===== config.mk =====
export PLATFORM = sky130hd
export DESIGN_NAME = sogi_qsg
export DESIGN_NICKNAME = d
export VERILOG_FILES = /design/src/rtl/sogi_qsg.sv
export SDC_FILE = /design/constraint.sdc
export NUM_CORES = 2
export LEC_CHECK = 0
export BUFFER_PORTS_ARGS = -buffer_cell sky130_fd_sc_hd__buf_2
export CAP_MARGIN = 20
export CORE_MARGIN = 1.5
export CORE_UTILIZATION = 30
export DETAILED_ROUTE_END_ITERATION = 10
export GPL_TIMING_DRIVEN = 0
export PLACE_DENSITY_LB_ADDON = 0.2
export SLEW_MARGIN = 0
export SYNTH_ARGS = -nofsm -noshare
export SYNTH_HDL_FRONTEND = slang
export SYNTH_SLANG_ARGS = --single-unit

===== constraint.sdc =====
create_clock -name clk -period 22.5 [get_ports clk]
set_clock_uncertainty 0.1 [all_clocks]
set_input_delay 4.5 -clock clk [delete_from_list [all_inputs] [get_ports clk]]
set_output_delay 4.5 -clock clk [all_outputs]
set_load 0.05 [all_outputs]

===== src/rtl/sogi_qsg.sv =====
module sogi_qsg #(
  parameter int IW = 12,
  parameter int SW = 24,
  parameter int KW = 16,
  parameter int KF = 12,
  parameter int WW = 16,
  parameter int WF = 16,
  parameter logic [KW-1:0] K_GAIN = 16'd5793,
  parameter logic [WW-1:0] W_RST = 16'd2471
) (
  input  logic                 clk,
  input  logic                 rst_n,
  input  logic                 smp_stb,
  input  logic signed [IW-1:0] smp_in,
  input  logic                 w_upd,
  input  logic [WW-1:0]        w_in,
  output logic signed [SW-1:0] alpha,
  output logic signed [SW-1:0] beta,
  output logic                 out_vld
);
  localparam int FB = SW - IW;
  localparam int P1 = SW + KW + 2;
  localparam int P2 = P1 + WW + 2;
  localparam int P3 = SW + WW + 2;
  localparam logic signed [SW-1:0] SMAX = {1'b0, {(SW-1){1'b1}}};
  localparam logic signed [SW-1:0] SMIN = {1'b1, {(SW-1){1'b0}}};

  logic [WW-1:0] w_q;
  logic signed [SW-1:0] vin_s, a_nx, b_nx;
  logic signed [P1-1:0] e_x, k_x, ek;
  logic signed [P2-1:0] err_x, w_x2, asum;
  logic signed [P3-1:0] an_x, w_x3, bsum;

  assign vin_s = {smp_in, {FB{1'b0}}};

  assign e_x   = P1'(vin_s) - P1'(alpha);
  assign k_x   = P1'(K_GAIN);
  assign ek    = (e_x * k_x) >>> KF;

  assign err_x = P2'(ek) - P2'(beta);
  assign w_x2  = P2'(w_q);
  assign asum  = P2'(alpha) + ((err_x * w_x2) >>> WF);

  always_comb begin
    if (asum > P2'(SMAX))      a_nx = SMAX;
    else if (asum < P2'(SMIN)) a_nx = SMIN;
    else                       a_nx = asum[SW-1:0];
  end

  assign an_x = P3'(a_nx);
  assign w_x3 = P3'(w_q);
  assign bsum = P3'(beta) + ((an_x * w_x3) >>> WF);

  always_comb begin
    if (bsum > P3'(SMAX))      b_nx = SMAX;
    else if (bsum < P3'(SMIN)) b_nx = SMIN;
    else                       b_nx = bsum[SW-1:0];
  end

  always_ff @(posedge clk or negedge rst_n) begin
    if (!rst_n) begin
      alpha   <= '0;
      beta    <= '0;
      out_vld <= 1'b0;
      w_q     <= W_RST;
    end else begin
      out_vld <= smp_stb;
      if (smp_stb) begin
        alpha <= a_nx;
        beta  <= b_nx;
      end
      if (w_upd) w_q <= w_in;
    end
  end
endmodule



[Yosys cells after proc, flatten, opt, wreduce, memory -nomap -nowiden]
Index checks and enable logic that the tools add are counted.
Storage, ports and cells
  register bits after elaboration: 65
  latch bits: 0
  RAM bits: 0
  bits in read-only memories: 0
  bits of input ports: 32
  logic and storage cells: 19
  memories: 0
Cells by class
  $add $sub $neg: 4
  multiply operators: 3
  divide/modulo/power cells: 0
  order comparisons: 4
  eq/ne operators: 0
  shift-type cells: 0
  muxes and demuxes: 4
  bitwise gates (word level): 0
  reduce and logical (&&, ||, !) cells: 0
Operator list (count)
  $mux 24: 4
  $mul 28x17->45: 1
  $mul 24x17->41: 1
  $mul 25x14->39 const B: 1
  $add 24x29->30: 1
  $gt 30x24->1 const B: 1
  $lt 30x24->1 const B: 1
  $sub 27x24->28: 1
  $add 24x25->26: 1
  $gt 26x24->1 const B: 1
  $lt 26x24->1 const B: 1
  $sub 24x24->25: 1

[Logic depth before layout (Yosys ltp)]
  word-level depth: 13
  gate-level depth with buffers: 110
  gate-level depth less buffers: 104

[Worst setup path after synthesis]
Ideal clock, no wire load.
  path type: input to register
  from: in smp_in[0]
  to: reg beta[2]
  setup time: 0.150 ns
  arrival: 27.543 ns
  required time: 22.250 ns
  setup slack: -5.293 ns
  cell stages on the path: 97
  cells stage by stage: ha_1 -> a31o_2 -> a21oi_1 -> o211a_1 -> nor3_1 -> nor3_1 -> xnor2_1 -> ha_1 -> inv_1 -> fa_1 -> inv_1 -> fa_1 -> fa_1 -> ha_1 -> inv_1 -> fa_1 -> inv_1 -> ha_1 -> (+61 left out) -> a31oi_1 -> o21ai_0 -> a21oi_1 -> o21bai_1 -> a221oi_1 -> xnor2_1 -> ha_1 -> clkbuf_1 -> nand4_1 -> nor3_1 -> a221o_1 -> a31oi_1 -> nand3_1 -> a221oi_1 -> xnor2_1 -> o21bai_1 -> clkbuf_1 -> o221ai_1
On the way
  longest elaborated chain between the ends: 13
RTL lines
  start, declared: line 14  | input logic signed [IW-1:0] smp_in,
  $sub 24x24->25 *: line 36  | assign e_x = P1'(vin_s) - P1'(alpha);
  $mul 25x14->39 *: line 38  | assign ek = (e_x * k_x) >>> KF;
  $sub 27x24->28 *: line 40  | assign err_x = P2'(ek) - P2'(beta);
  $mul 28x17->45 *: line 42  | assign asum = P2'(alpha) + ((err_x * w_x2) >>> WF);
  $add 24x29->30 *: line 42
  $lt 30x24->1: line 46  | else if (asum < P2'(SMIN)) a_nx = SMIN;
  $mux 24: line 46
  $mux 24 *: line 45  | if (asum > P2'(SMAX)) a_nx = SMAX;
  $mul 24x17->41 *: line 52  | assign bsum = P3'(beta) + ((an_x * w_x3) >>> WF);
  $add 24x25->26 *: line 52
  $lt 26x24->1: line 56  | else if (bsum < P3'(SMIN)) b_nx = SMIN;
  $mux 24: line 56
  $mux 24 *: line 55  | if (bsum > P3'(SMAX)) b_nx = SMAX;
  end signal, assigned: line 70  | beta <= b_nx;
  end, declared: line 18  | output logic signed [SW-1:0] beta,
Every way passes the cells marked *; elsewhere a longest branch is shown, timed or not.
A chain may end at the register's enable or synchronous reset.

[Worst setup path after layout]
  from: in smp_in[0]
  to: reg beta[9]
Same word-level chain as after synthesis.

==> key figures <==
Run status
  – Outcome: complete, but fails checks
  – Failing checks: setup timing

Global route
  – Initial antenna violation count: 18
  – Total GRT Usage: 0.218
  – First-pass GRT wire length: 229 mm
  – Grt peak-use layer: met2
  – GR Util met3: 0.0324
  – Met1 Track Usage GR: 0.306
  – Largest net degree at the start of global routing: 37
  – Number of global-route vias before repair: 35634
  – Met2 GRT Util: 0.347
  – Total grt overflow: 0

Logic synthesis
  – Synth Area per Inst: 8.74 µm²
  – Distinct cells, synth: 72
  – Seq/Total Area, Yosys: 0.0387
  – Post-synthesis register bit count: 65
  – Post-synth top area share: 0.419
  – YS warnings: 0
  – Cell Area, Synth: 42300 µm²
  – Async SR Flop Fraction: 1.00
  – Top cell type by total area after synthesis: fa_1
  – Post-synth top cells: inv_1 (1221), fa_1 (886), nand2_1 (555)
  – Top-count cell post-synth: inv_1
  – Post-synth EDFFs: 0
  – Gate Count Post-Synth: 4839
  – Area contributors post-synth: fa_1 (42%), ha_1 (13%), inv_1 (11%)
  – Most used DFF post-synth: dfrtp_1
  – Post-Syn Nets: 6209

Detailed routing
  – Detailed Route Iter0 Violations: 2365
  – DR pass1 iterations: 7
  – Vias per inst: 4.83
  – WL per Instance: 21.8 µm
  – DR vias: 34202
  – DRC Markers: 0
  – Final WL: 154 mm
  – Antenna Nets Post-Route: 0

Timing
  – Fin worst setup slack: -5430 ps
  – Period utilization: 1.24
  – Slew Viols, Final: 0
  – RSZ-0062 raised after global routing: true
  – Rel. slew slack: 0.176
  – Final Critical Period: 27930 ps
  – Fin. Hold Viols: 0
  – Max Clk Rate: 0.0358 GHz
  – Endpoints failing setup: 24
  – Worst-margin pin slew: 1230 ps

Critical path
  – CP max FO: 8
  – Most frequent CP cell: fa_1
  – Crit start category: input pin
  – Slowest stage delay, CP: 600 ps
  – Worst Reg2Reg Path Length in Cells: 109
  – Critical path endpoint category: register
  – Worst EP arrival: 28050 ps
  – CP required: 22630 ps
  – Slowest cell on the critical path: fa_1
  – Critical path class: input pin to register

Cells and area
  – Area growth from synthesis to layout: 21.6%
  – Fillers: 14470
  – Net count reported at finish: 6557
  – Storage element area: 1640 µm²
  – Area of the multi-input gates: 38400 µm²
  – Share of layout cells above drive strength 1: 0.176
  – Final core utilization: 0.368
  – Post-route cell area: 51400 µm²

Worst hold path
  – Worst hold path type: register to register
  – Hold Path Stages: 2

Place
  – Hpwl dp: 123 mm
  – Post-DP Area: 46200 µm²
  – Buffers on Ports: 79
  – Gpl congestion: 0.936

Clock tree
  – Num CTS Buffers: 9
  – CTS Buffer Depth: 2
  – Hold Buf Count CTS: 0
  – Clock Latency Late Sink: 400 ps
  – Worst-path clk slew: 60 ps
  – Clock root buffer: clkbuf_16
  – H-tree Lvls: 3
  – CTS tree: yes
  – # clock sinks: 65

Floorplan
  – IO Count: 81
  – Core Rows: 137
  – Full die area: 143000 µm²
  – Die width: 378 µm
  – Starting density of the core: 0.303
  – Die height: 378 µm
  – Core box area: 140000 µm²

Job
  – Max-cap violations: 0
[critical path: cells and delay by family]
family | cells | cell delay [ps]
xor+xnor | 6 | 1030
buf+inv | 28 | 3060
fa+ha+maj | 25 | 10400
simple gates | 18 | 3000
compound gates | 28 | 6030
[cells by family after synthesis]
| group | after synthesis | synth area share |
|---|---|---|
| buffers and inverters | 1412 | 0.126 |
| adder cells (fa/ha/maj) | 1338 | 0.553 |
| AND/OR/NAND/NOR | 1219 | 0.140 |
| AO/OA/AOI/OAI | 563 | 0.0897 |
| XOR/XNOR | 201 | 0.0416 |
| flip-flops | 65 | 0.0387 |
| multiplexers | 41 | 0.0108 |
[cells in the final DEF (no fill, tap or decap), drive strengths merged, types with 12 or more instances in the layout]
cell	count
o221ai	16
nand2	555
nand3	31
a21oi	144
a21o	75
o211ai	24
xnor2	130
o21bai	22
xor2	71
nor2	106
and3	13
fa	886
o22ai	17
nor2b	47
nor3	37
mux2	37
nand4	26
o311ai	12
dfrtp	58
clkbuf	165
a211oi	16
and2	332
o21ai	75
nand2b	39
inv	1222
o21a	33
a31oi	39
ha	452
buf	372
[registers in the layout, summed over array words and instances, names as in the netlist]
register and cells:
alpha 24, beta 24, w_q 16, out_vld 1
[path summary, 6_finish.rpt]
| path | from | slack (ps) | end |
|---|---|---|---|
| worst max-delay path | smp_in[0] | -5430 | beta[9] |
| worst min-delay path | beta[8] | 510 | beta[8] |
| worst max register to register | alpha[1] | -3970 | beta[9] |
| worst min register to register | beta[8] | 510 | beta[8] |
| max in group asynchronous | rst_n | 17690 | alpha[17] |
| min in group asynchronous | rst_n | 3980 | out_vld |
[per-stage QoR]
| step | instances | hold slack (ps) | setup TNS, ps | setup WS [ps] |
|---|---|---|---|---|
| after floorplan | 4839 | 668 | -82310 | -3500 |
| after global placement | 6794 | 480 | -259420 | -10010 |
| after detailed placement | 6813 | 489 | -249720 | -9840 |
| after CTS | 7005 | 507 | -128260 | -5420 |
| after global routing | 7069 | 553 | -145150 | -6140 |
| final | 7078 | 507 | -128410 | -5430 |
[area by class of cell]
cell class              count  area share
diodes                     10    0.000487
plain buffers             187      0.0250
clock buffers              10     0.00465
clock inverters             6    0.000803
inverters                1221      0.0892
multi-input cells        3362       0.748
flip-flops and latches     65      0.0318
well taps                1876      0.0457
repair buffers            341      0.0547
[repair_timing]
action | 4_1_cts | 5_1_grt
pin swaps | 184 | 191
cloned | 5 | 1
resized for setup | 372 | 229
setup buffers | 175 | 68
setup endpoints to repair | 46 | 24
[metal layers]
layer | up-vias | part of all wire
met3 | 176 | 0.066
met4 | 2 | 0.033
met2 | 953 | 0.45
met5 | - | 0.000084
met1 | 17647 | 0.45
li1 | 15424 | -
Power is not shown: default switching activity piles up to over one toggle a cycle in this logic, so the estimate is an artifact.
